## config.mk

```make
export PLATFORM = sky130hd
export DESIGN_NAME = lon_dual_norm
export DESIGN_NICKNAME = d
export VERILOG_FILES = /design/src/rtl/lon_pkg.sv /design/src/rtl/lon_lod_tree.sv /design/src/rtl/lon_lod_dual.sv /design/src/rtl/lon_shl_stage.sv /design/src/rtl/lon_shl_dual.sv /design/src/rtl/lon_dual_norm.sv
export SDC_FILE = /design/constraint.sdc
export NUM_CORES = 1
export LEC_CHECK = 0
export BUFFER_PORTS_ARGS = -buffer_cell sky130_fd_sc_hd__buf_2
export CORE_AREA = 4 4 115 117
export DETAILED_ROUTE_END_ITERATION = 7
export DIE_AREA = 0 0 119 121
export PLACE_DENSITY = 0.69
export SLEW_MARGIN = 10
export SYNTH_ARGS = -nofsm -noshare
export SYNTH_HDL_FRONTEND = slang
export SYNTH_SLANG_ARGS = --single-unit
export TNS_END_PERCENT = 20
```

## constraint.sdc

```tcl
create_clock -name vclk -period 6.1
set_input_delay 1.22 -clock vclk [all_inputs]
set_output_delay 1.22 -clock vclk [all_outputs]
set_load 0.005 [all_outputs]
```

## src/rtl/lon_pkg.sv

```systemverilog
package lon_pkg;

   typedef enum logic {
      MODE_SPLIT  = 1'b0,
      MODE_JOINED = 1'b1
   } lane_mode_e;

   function automatic bit is_pow2(input int v);
      return (v >= 4) && ((v & (v - 1)) == 0);
   endfunction

endpackage

```

## src/rtl/lon_lod_tree.sv

```systemverilog
// Recursive leading-one detector. Leaves use OR/NOT, joins use AND-gated select.
module lon_lod_tree #(
   parameter  int W  = 32,
   localparam int CW = $clog2(W)
) (
   input  logic [W-1:0]  din,
   output logic          any_o,
   output logic [CW-1:0] cnt_o
);

   generate
      if (W == 2) begin : g_leaf
         assign any_o = din[1] | din[0];
         assign cnt_o = ~din[1];
      end else begin : g_node
         localparam int HW = W / 2;
         logic          any_h;
         logic          any_l;
         logic [CW-2:0] c_h;
         logic [CW-2:0] c_l;

         lon_lod_tree #(.W(HW)) u_hi (
            .din   (din[W-1:HW]),
            .any_o (any_h),
            .cnt_o (c_h)
         );

         lon_lod_tree #(.W(HW)) u_lo (
            .din   (din[HW-1:0]),
            .any_o (any_l),
            .cnt_o (c_l)
         );

         assign any_o = any_h | any_l;
         assign cnt_o = {~any_h,
                         (c_h & {(CW-1){any_h}}) | (c_l & {(CW-1){~any_h}})};
      end
   endgenerate

endmodule

```

## src/rtl/lon_lod_dual.sv

```systemverilog
// Two half-width detectors; their outputs combine into the wide count.
module lon_lod_dual #(
   parameter  int LANE_W = 32,
   localparam int WW     = 2 * LANE_W,
   localparam int CW     = $clog2(LANE_W)
) (
   input  logic [WW-1:0] mant_i,
   output logic [CW-1:0] cnt_lo_o,
   output logic [CW-1:0] cnt_hi_o,
   output logic [CW:0]   cnt_wide_o,
   output logic          zero_lo_o,
   output logic          zero_hi_o,
   output logic          zero_wide_o
);

   logic [1:0]         lane_any;
   logic [1:0][CW-1:0] lane_raw;
   logic [1:0][CW-1:0] lane_cnt;

   generate
      for (genvar g = 0; g < 2; g++) begin : g_lane
         lon_lod_tree #(.W(LANE_W)) u_tree (
            .din   (mant_i[g*LANE_W +: LANE_W]),
            .any_o (lane_any[g]),
            .cnt_o (lane_raw[g])
         );
         assign lane_cnt[g] = lane_raw[g] & {CW{lane_any[g]}};
      end
   endgenerate

   assign cnt_lo_o    = lane_cnt[0];
   assign cnt_hi_o    = lane_cnt[1];
   assign zero_lo_o   = ~lane_any[0];
   assign zero_hi_o   = ~lane_any[1];
   assign zero_wide_o = ~(lane_any[0] | lane_any[1]);

   always_comb begin
      if (lane_any[1])      cnt_wide_o = {1'b0, lane_cnt[1]};
      else if (lane_any[0]) cnt_wide_o = {1'b1, lane_cnt[0]};
      else                  cnt_wide_o = '0;
   end

endmodule

```

## src/rtl/lon_shl_stage.sv

```systemverilog
// One dual-mode shifter stage: per-half muxes plus a boundary-crossing mux.
module lon_shl_stage #(
   parameter  int LANE_W = 32,
   parameter  int SHIFT  = 1,
   localparam int WW     = 2 * LANE_W
) (
   input  logic [WW-1:0] din,
   input  logic          joined_i,
   input  logic          bit_lo_i,
   input  logic          bit_hi_i,
   output logic [WW-1:0] dout
);

   logic [LANE_W-1:0] lo_sh;
   logic [LANE_W-1:0] hi_sh;
   logic [LANE_W-1:0] cross_sh;

   assign lo_sh    = bit_lo_i ? {din[LANE_W-1-SHIFT:0], {SHIFT{1'b0}}}
                              : din[LANE_W-1:0];
   assign hi_sh    = bit_hi_i ? {din[WW-1-SHIFT:LANE_W], {SHIFT{1'b0}}}
                              : din[WW-1:LANE_W];
   assign cross_sh = din[WW-1-SHIFT -: LANE_W];

   assign dout[LANE_W-1:0]  = lo_sh;
   assign dout[WW-1:LANE_W] = (joined_i & bit_hi_i) ? cross_sh : hi_sh;

endmodule

```

## src/rtl/lon_shl_dual.sv

```systemverilog
// Barrel left shifter: one wide-only stage of LANE_W, then CW dual-mode stages.
module lon_shl_dual #(
   parameter  int LANE_W = 32,
   localparam int WW     = 2 * LANE_W,
   localparam int CW     = $clog2(LANE_W)
) (
   input  logic [WW-1:0] din,
   input  logic          joined_i,
   input  logic [CW-1:0] amt_lo_i,
   input  logic [CW-1:0] amt_hi_i,
   input  logic [CW:0]   amt_wide_i,
   output logic [WW-1:0] dout
);

   logic [CW+1:0][WW-1:0] st;

   assign st[0] = din;
   assign st[1] = (joined_i & amt_wide_i[CW]) ? {din[LANE_W-1:0], {LANE_W{1'b0}}}
                                              : din;

   generate
      for (genvar s = 0; s < CW; s++) begin : g_stage
         localparam int B = CW - 1 - s;
         logic b_lo;
         logic b_hi;

         assign b_lo = joined_i ? amt_wide_i[B] : amt_lo_i[B];
         assign b_hi = joined_i ? amt_wide_i[B] : amt_hi_i[B];

         lon_shl_stage #(.LANE_W(LANE_W), .SHIFT(1 << B)) u_stage (
            .din      (st[s+1]),
            .joined_i (joined_i),
            .bit_lo_i (b_lo),
            .bit_hi_i (b_hi),
            .dout     (st[s+2])
         );
      end
   endgenerate

   assign dout = st[CW+1];

endmodule

```

## src/rtl/lon_dual_norm.sv

```systemverilog
module lon_dual_norm #(
   parameter  int LANE_W = 32,
   localparam int WW     = 2 * LANE_W,
   localparam int CW     = $clog2(LANE_W)
) (
   input  logic [WW-1:0] mant_i,
   input  logic          wide_i,
   output logic [WW-1:0] norm_o,
   output logic [CW-1:0] cnt_lo_o,
   output logic [CW-1:0] cnt_hi_o,
   output logic [CW:0]   cnt_wide_o,
   output logic          zero_lo_o,
   output logic          zero_hi_o,
   output logic          zero_wide_o
);

   import lon_pkg::*;

   generate
      if (!is_pow2(LANE_W)) begin : g_bad_lane_w
         $error("lon_dual_norm: LANE_W must be a power of two, at least 4");
      end
   endgenerate

   lane_mode_e mode;
   logic       joined;

   assign mode   = lane_mode_e'(wide_i);
   assign joined = (mode == MODE_JOINED);

   lon_lod_dual #(.LANE_W(LANE_W)) u_lod (
      .mant_i      (mant_i),
      .cnt_lo_o    (cnt_lo_o),
      .cnt_hi_o    (cnt_hi_o),
      .cnt_wide_o  (cnt_wide_o),
      .zero_lo_o   (zero_lo_o),
      .zero_hi_o   (zero_hi_o),
      .zero_wide_o (zero_wide_o)
   );

   lon_shl_dual #(.LANE_W(LANE_W)) u_shl (
      .din        (mant_i),
      .joined_i   (joined),
      .amt_lo_i   (cnt_lo_o),
      .amt_hi_i   (cnt_hi_o),
      .amt_wide_i (cnt_wide_o),
      .dout       (norm_o)
   );

endmodule

```

# After elaboration in Yosys (flattened, before gate mapping)

Index checks and enable logic that the tools add are counted.
Widths: inputs -> output; s select.

$add $sub $neg: 0
Multipliers: 0
Divide/modulo/power cells: 0
Magnitude comparators: 0
Eq/ne operators: 0
Shift operators: 0
Multiplexer cells: 28
Bitwise logic cells: 226
Reductions and logical operators: 0

Operators with widths:

| operator    | number |
|---|---|
| $mux 32     | 15 |
| $or 1x1->1  | 79 |
| $not 1->1   | 65 |
| $mux 64     | 1 |
| $and 1x1->1 | 38 |
| $and 2x2->2 | 16 |
| $and 3x3->3 | 8 |
| $and 4x4->4 | 4 |
| $or 2x2->2  | 8 |
| $mux 6      | 2 |
| $or 3x3->3  | 4 |
| $and 5x5->5 | 2 |
| $mux 1      | 10 |
| $or 4x4->4  | 2 |

Bits in registers: 0
Latch bits: 0
RAM bits: 0
Bits in read-only memories: 0
Bits of input ports: 65
Output and inout port bits: 83
Logic and storage cells: 254
Memories: 0

# Depth between registers and ports, before layout

Depth after elaboration: 25
Depth in mapped cells: 13
Depth with buffers taken out: 10

# Modules after synthesis

Synthesis repeated with hierarchy kept, for this count alone.

Cells, all modules: 669
Area, all modules: 6804.0 µm²

Modules (own cells, without submodules):

| module                                                                                     | times used | cells each | area each (µm²) | sequential area each (µm²) |
|---|---|---|---|---|
| lon_shl_stage at u_shl.g_stage[4].u_stage                                                  | 1          | 74         | 1069.8          | 0.0 |
| lon_shl_stage at u_shl.g_stage[3].u_stage                                                  | 1          | 76         | 1026.0          | 0.0 |
| lon_shl_stage at u_shl.g_stage[2].u_stage                                                  | 1          | 80         | 998.5           | 0.0 |
| lon_shl_dual                                                                               | 1          | 97         | 828.3           | 0.0 |
| lon_shl_stage at u_shl.g_stage[1].u_stage                                                  | 1          | 73         | 823.3           | 0.0 |
| lon_shl_stage at u_shl.g_stage[0].u_stage                                                  | 1          | 74         | 670.6           | 0.0 |
| lon_lod_tree at u_lod.g_lane[0].u_tree.g_node.u_hi.g_node.u_hi.g_node.u_hi ...             | 16         | 3          | 25.0            | 0.0 |
| lon_lod_tree at u_lod.g_lane[0].u_tree.g_node.u_hi.g_node.u_hi.g_node.u_hi.g_node.u_hi ... | 32         | 2          | 10.0            | 0.0 |
| lon_lod_tree at u_lod.g_lane[0].u_tree.g_node.u_hi.g_node.u_hi ...                         | 8          | 4          | 32.5            | 0.0 |
| lon_lod_tree at u_lod.g_lane[0].u_tree.g_node.u_hi ...                                     | 4          | 5          | 43.8            | 0.0 |
| lon_lod_dual                                                                               | 1          | 19         | 121.4           | 0.0 |
| lon_lod_tree at u_lod.g_lane[0].u_tree ...                                                 | 2          | 6          | 55.1            | 0.0 |

# Worst setup path before layout

OpenSTA, ideal clock, no wires.

Path kind: in2out
Start point: in mant_i[20]
End point: out norm_o[18]
Data arrival time: 3.806 ns
Setup slack: 1.074 ns
Stages: 11
Buffers on the path: 1
Cells stage by stage: clkbuf_1 nor4_1 nand2_1 o21ai_4 inv_2 a22oi_2 mux2_2 a22oi_1 o221ai_1 a21boi_1 mux2_2

Longest elaborated chain between the ends: 15

Ends and longest elaborated chain:

| element                                           | line                                                       | source |
|---|---|---|
| start: declaration                                | lon_dual_norm.sv:6                                         | `input logic [WW-1:0] mant_i,` |
| $or 1x1->1 (*)                                    | lon_lod_tree.sv:13                                         | `assign any_o = din[1] \| din[0];` |
| $or 1x1->1 (*)                                    | lon_lod_tree.sv:34                                         | `assign any_o = any_h \| any_l;` |
| $or 1x1->1 / $not 1->1 (equally long branches)    | lon_lod_tree.sv:34, lon_lod_tree.sv:35, lon_lod_tree.sv:36 |  |
| $or 1x1->1 / $and 2x2->2 (equally long branches)  | lon_lod_tree.sv:34, lon_lod_tree.sv:36                     |  |
| $not 1->1 / $or 2x2->2 (equally long branches)    | lon_lod_tree.sv:35, lon_lod_tree.sv:36                     |  |
| $and 4x4->4 / $and 3x3->3 (equally long branches) | lon_lod_tree.sv:36                                         | `(c_h & {(CW-1){any_h}}) \| (c_l & {(CW-1){~any_h}})};` |
| $or 4x4->4 / $or 3x3->3 (equally long branches)   | lon_lod_tree.sv:36                                         |  |
| $and 5x5->5 / $and 4x4->4 (equally long branches) | lon_lod_dual.sv:27, lon_lod_tree.sv:36                     |  |
| $mux 6 / $or 4x4->4 (equally long branches)       | lon_lod_dual.sv:39, lon_lod_tree.sv:36                     |  |
| $mux 6 / $and 5x5->5 (equally long branches)      | lon_lod_dual.sv:38, lon_lod_dual.sv:27                     |  |
| $mux 1 / $mux 6 (equally long branches)           | lon_shl_dual.sv:27, lon_lod_dual.sv:39                     |  |
| $mux 32 / $mux 6 (equally long branches)          | lon_shl_stage.sv:18, lon_lod_dual.sv:38                    |  |
| $mux 32 / $mux 1 (equally long branches)          | lon_shl_stage.sv:18, lon_shl_dual.sv:27                    |  |
| $mux 32                                           | lon_shl_stage.sv:18                                        | `assign lo_sh = bit_lo_i ? {din[LANE_W-1-SHIFT:0], {SHIFT{1'b0}}}` |
| $mux 32 (*)                                       | lon_shl_stage.sv:18                                        |  |
| end: declaration                                  | lon_dual_norm.sv:8                                         | `output logic [WW-1:0] norm_o,` |

Every way passes the cells marked *; elsewhere a longest branch is shown, timed or not.

# Worst setup path in the final report

Start point: in mant_i[31]
End point: out norm_o[25]

Longest elaborated chain between the ends: 15

Ends and longest elaborated chain:

| element                                               | line                                                       | source |
|---|---|---|
| $or 1x1->1                                            | lon_lod_tree.sv:13                                         |  |
| $or 1x1->1 / $not 1->1 (equally long branches)        | lon_lod_tree.sv:34, lon_lod_tree.sv:35, lon_lod_tree.sv:36 |  |
| $or 1x1->1, or another cell as far along (2 in a row) | lon_lod_tree.sv:34                                         |  |
| $not 1->1, or another cell as far along               | lon_lod_tree.sv:35, lon_lod_tree.sv:36                     |  |
| $and 4x4->4, or another cell as far along             | lon_lod_tree.sv:36                                         |  |
| $or 4x4->4, or another cell as far along              | lon_lod_tree.sv:36                                         |  |
| $and 5x5->5, or another cell as far along             | lon_lod_dual.sv:27                                         | `assign lane_cnt[g] = lane_raw[g] & {CW{lane_any[g]}};` |
| $mux 6, or another cell as far along                  | lon_lod_dual.sv:39                                         | `else if (lane_any[0]) cnt_wide_o = {1'b1, lane_cnt[0]};` |
| $mux 6, or another cell as far along                  | lon_lod_dual.sv:38                                         | `if (lane_any[1]) cnt_wide_o = {1'b0, lane_cnt[1]};` |
| $mux 1, or another cell as far along                  | lon_shl_dual.sv:27                                         | `assign b_lo = joined_i ? amt_wide_i[B] : amt_lo_i[B];` |
| $mux 32, or another cell as far along (2 in a row)    | lon_shl_stage.sv:18                                        |  |
| $mux 32 / $mux 1 (equally long branches)              | lon_shl_stage.sv:18, lon_shl_dual.sv:27                    |  |
| $mux 32 (*)                                           | lon_shl_stage.sv:18                                        |  |

Marked as above.

==> report_table.html <==
<table>
<tr><th>Metric</th><th>Value</th></tr>
<tr><th colspan="2">Synth</th></tr>
<tr><td>Ys Warns</td><td>0</td></tr>
<tr><td>Cell variety after synth</td><td>80</td></tr>
<tr><td>Cell count after synthesis</td><td>843</td></tr>
<tr><td>Mapped Avg Cell Area</td><td>6.38 um^2</td></tr>
<tr><td>Cell area after synthesis</td><td>5380 um^2</td></tr>
<tr><td>Sequential element share of the synthesized area</td><td>0</td></tr>
<tr><td>Post-synthesis net count</td><td>908</td></tr>
<tr><th colspan="2">Final layout</th></tr>
<tr><td>Layout area overhead</td><td>21.7%</td></tr>
<tr><td>Sequential cell area</td><td>0 um^2</td></tr>
<tr><td>Commonest cells after routing, fill and taps aside</td><td>148 x sky130_fd_sc_hd__buf_2, 82 x sky130_fd_sc_hd__nand2_1, 75 x sky130_fd_sc_hd__mux2i_1</td></tr>
<tr><td>Commonest non-fill, non-tap cell in the layout</td><td>sky130_fd_sc_hd__buf_2</td></tr>
<tr><td>Total of clock buffers placed in the layout</td><td>0</td></tr>
<tr><td>Sequential cell count</td><td>0</td></tr>
<tr><td>Ratio of cells with drive above 1 in the final layout</td><td>0.270</td></tr>
<tr><td>Antenna cell count</td><td>0</td></tr>
<tr><td>Number of nets in the layout</td><td>1049</td></tr>
<tr><th colspan="2">Hold path</th></tr>
<tr><td>Worst min-delay path endpoint</td><td>norm_o[63]</td></tr>
<tr><td>Worst hold start</td><td>mant_i[63]</td></tr>
<tr><td>Instance count along the most critical hold path</td><td>5</td></tr>
<tr><td>Worst min-delay path category</td><td>primary input to primary output</td></tr>
<tr><th colspan="2">Floorplan</th></tr>
<tr><td>Die area</td><td>14400 um^2</td></tr>
<tr><td>Standard cell core area</td><td>12400 um^2</td></tr>
<tr><td>Ports</td><td>148</td></tr>
<tr><td>Width of the die</td><td>119 um</td></tr>
<tr><td>Effective utilization at floorplan</td><td>0.435</td></tr>
<tr><td>Floorplan row count</td><td>41</td></tr>
<tr><td>Vert. Die Dim</td><td>121 um</td></tr>
<tr><th colspan="2">Routing</th></tr>
<tr><td>Number of DRC violations after detailed routing</td><td>0</td></tr>
<tr><td>Via count normalized by instance count</td><td>6.85</td></tr>
<tr><td>Total iterations of the first detailed-routing run</td><td>6</td></tr>
<tr><td>Total number of vias</td><td>7909</td></tr>
<tr><td>Antenna-violating nets left</td><td>0</td></tr>
<tr><td>Sum of routed wire length over all layers</td><td>26400 um</td></tr>
<tr><td>Average wire per standard cell</td><td>22.9 um</td></tr>
<tr><td>Count of routing violations after the opening detailed-route iteration</td><td>903</td></tr>
<tr><th colspan="2">Pwr</th></tr>
<tr><td>Register share of total power</td><td>0</td></tr>
<tr><td>Combinational share of power</td><td>1.000</td></tr>
<tr><td>Internal Pwr Total</td><td>0.000204 W</td></tr>
<tr><td>Switching Fraction</td><td>0.593</td></tr>
<tr><td>Leakage component of the power</td><td>2.65 nW</td></tr>
<tr><td>Clock power share</td><td>0</td></tr>
<tr><td>Overall power</td><td>0.000503 W</td></tr>
<tr><td>Worst vdd rail ir drop</td><td>35.9 uV</td></tr>
<tr><td>Power density normalized to cell area</td><td>76.8 nW/um^2</td></tr>
<tr><td>Sw Pwr</td><td>0.000298 W</td></tr>
<tr><th colspan="2">Timing</th></tr>
<tr><td>Period utilisation layout</td><td>0.964</td></tr>
<tr><td>RSZ-0062 raised after global routing</td><td>no</td></tr>
<tr><td>Clock period minus worst slack</td><td>5.88 ns</td></tr>
<tr><td>Transition at the pin with the smallest max-transition slack</td><td>1.09 ns</td></tr>
<tr><td>Fmax</td><td>170 MHz</td></tr>
<tr><td>Minimum hold slack</td><td>2.93 ns</td></tr>
<tr><td>Worst Setup Slack, final</td><td>0.223 ns</td></tr>
<tr><td>Slew headroom</td><td>0.257</td></tr>
<tr><td>Max-slew violation total from the final report</td><td>0</td></tr>
<tr><td>Hold Fails Final Rpt</td><td>0</td></tr>
<tr><td>Setup total negative slack</td><td>0 ns</td></tr>
<tr><td>Count of endpoints failing setup in the final report</td><td>0</td></tr>
<tr><th colspan="2">Clocking</th></tr>
<tr><td>Quantity of hold-fixing buffers added after cts</td><td>0</td></tr>
<tr><td>Post-cts repair resize count</td><td>0</td></tr>
<tr><td>Setup repair bufs after CTS</td><td>0</td></tr>
<tr><th colspan="2">Place</th></tr>
<tr><td>PortBufs</td><td>148</td></tr>
<tr><td>Routability Congestion</td><td>1.09</td></tr>
<tr><td>Place WS</td><td>0.309 ns</td></tr>
<tr><td>Total half-perimeter wirelength after legalization and detailed placement</td><td>20800 um</td></tr>
<tr><th colspan="2">Setup path</th></tr>
<tr><td>Critical path launch point type</td><td>primary input</td></tr>
<tr><td>Type of element capturing the critical path</td><td>primary output</td></tr>
<tr><td>Req. time, crit path</td><td>4.88 ns</td></tr>
<tr><td>Largest driver fanout on the critical path</td><td>12</td></tr>
<tr><td>Kind of critical path</td><td>primary input to primary output</td></tr>
<tr><td>Worst Path Arrival</td><td>4.66 ns</td></tr>
<tr><th colspan="2">Global routing</th></tr>
<tr><td>GRT overflow</td><td>0</td></tr>
<tr><td>Antenna violations before repair</td><td>0</td></tr>
<tr><td>Global-route wire length before repair</td><td>40300 um</td></tr>
<tr><td>GRT Resource Usage Total</td><td>0.344</td></tr>
<tr><td>Vias in the first global route</td><td>7203</td></tr>
<tr><td>Largest net degree at the start of global routing</td><td>39</td></tr>
<tr><th colspan="2">Run status</th></tr>
<tr><td>Run status</td><td>finished clean</td></tr>
<tr><th colspan="2">Job</th></tr>
<tr><td>Maximum Capacitance Violations</td><td>0</td></tr>
</table>
[logic make-up (layout without fill, tap and decap cells)]
kind of cell / Yosys count / in the layout / share of synthesized area
buffers and inverters: 101 / 240 / 0.0831
and+or+nand+nor: 287 / 287 / 0.268
muxes: 90 / 90 / 0.181
AOI/OAI and AO/OA: 365 / 365 / 0.467
[final cells by class]
class / instances / area (um^2)
fillers: 1294 / 5820
inverters: 25 / 93.8
repair buffers: 215 / 1310
well taps: 172 / 215
multi-input cells: 742 / 4930
[power by group through the flow]
stage | Combinational [W] | Clock (W) | Sequential [W]
after global routing | 0.000544 | 0 | 0
after CTS | 0.000493 | 0 | 0
after detailed placement | 0.000491 | 0 | 0
final | 0.000503 | 0 | 0
after floorplan | 0.000292 | 0 | 0
after global placement | 0.000490 | 0 | 0
[through the flow]
stage / util / instances / instance area [um^2]
finish: 0.530 / 1154 / 6550
global route: 0.530 / 1154 / 6550
CTS: 0.530 / 1154 / 6550
detailed placement: 0.530 / 1154 / 6550
global placement: 0.530 / 1154 / 6550
floorplan: - / 843 / 5380
[synthesized netlist by cell type, types with 4 or more instances]
library cell	n	area [um^2]
sky130_fd_sc_hd__nand2_1	82	308
sky130_fd_sc_hd__mux2i_1	75	751
sky130_fd_sc_hd__nor2_1	70	263
sky130_fd_sc_hd__a21oi_1	65	325
sky130_fd_sc_hd__o21ai_0	63	315
sky130_fd_sc_hd__o22ai_1	41	257
sky130_fd_sc_hd__nand3_1	38	190
sky130_fd_sc_hd__clkbuf_1	36	135
sky130_fd_sc_hd__buf_2	30	150
sky130_fd_sc_hd__inv_1	22	82.6
sky130_fd_sc_hd__o211ai_1	22	165
sky130_fd_sc_hd__nor3_1	21	105
sky130_fd_sc_hd__a22oi_1	20	150
sky130_fd_sc_hd__o21ai_1	17	85.1
sky130_fd_sc_hd__a211oi_1	15	113
sky130_fd_sc_hd__a32oi_1	13	114
sky130_fd_sc_hd__a41o_1	13	130
sky130_fd_sc_hd__nor4_1	13	81.3
sky130_fd_sc_hd__or4_1	11	82.6
sky130_fd_sc_hd__mux2_2	10	113
sky130_fd_sc_hd__a31oi_1	9	56.3
sky130_fd_sc_hd__nand4_1	9	56.3
sky130_fd_sc_hd__o221ai_1	8	70.1
sky130_fd_sc_hd__a221oi_1	7	61.3
sky130_fd_sc_hd__buf_4	6	45.0
sky130_fd_sc_hd__nor4_2	6	75.1
sky130_fd_sc_hd__o31ai_1	6	45.0
sky130_fd_sc_hd__and3_1	5	31.3
sky130_fd_sc_hd__mux4_2	5	113
sky130_fd_sc_hd__o21a_1	5	37.5
sky130_fd_sc_hd__o21ai_2	5	43.8
sky130_fd_sc_hd__or3_1	5	31.3
sky130_fd_sc_hd__a221o_1	4	40.0
sky130_fd_sc_hd__nor3_2	4	40.0
sky130_fd_sc_hd__o22a_1	4	35.0
[critical path, cell delays in order]
cell	delay (ns)
sky130_fd_sc_hd__buf_2	0.16
sky130_fd_sc_hd__or4_1	0.71
sky130_fd_sc_hd__nor2_2	0.25
sky130_fd_sc_hd__o21ai_4	0.16
sky130_fd_sc_hd__inv_2	0.16
sky130_fd_sc_hd__buf_4	0.22
sky130_fd_sc_hd__nor3_1	0.06
sky130_fd_sc_hd__nor4_1	0.43
sky130_fd_sc_hd__buf_4	0.19
sky130_fd_sc_hd__a21oi_1	0.06
sky130_fd_sc_hd__or2_0	0.24
sky130_fd_sc_hd__mux4_2	0.50
sky130_fd_sc_hd__o22ai_1	0.16
sky130_fd_sc_hd__buf_2	0.13
[per-layer routing]
metal / routed length, um / up-vias / GRT usage
met2: 11600 / 572 / 0.548
met3: 2660 / 99 / 0.0466
met5: 0 / - / 0
met1: 10700 / 3605 / 0.461
met4: 1420 / 0 / 0.156
li1: - / 3633 / -
[worst max-delay path by stage]
stage	start	endpoint	slack [ns]	depth (start not counted)
2_1_floorplan	mant_i[20]	norm_o[18]	1.07	11
3_3_place_gp	mant_i[31]	norm_o[25]	0.36	11
3_5_place_dp	mant_i[31]	norm_o[28]	0.31	14
4_1_cts	mant_i[31]	norm_o[28]	0.30	14
5_1_grt	mant_i[53]	norm_o[26]	0.03	14
6_report	mant_i[31]	norm_o[25]	0.22	14
No activity file was read; power rests on OpenSTA's default activity.
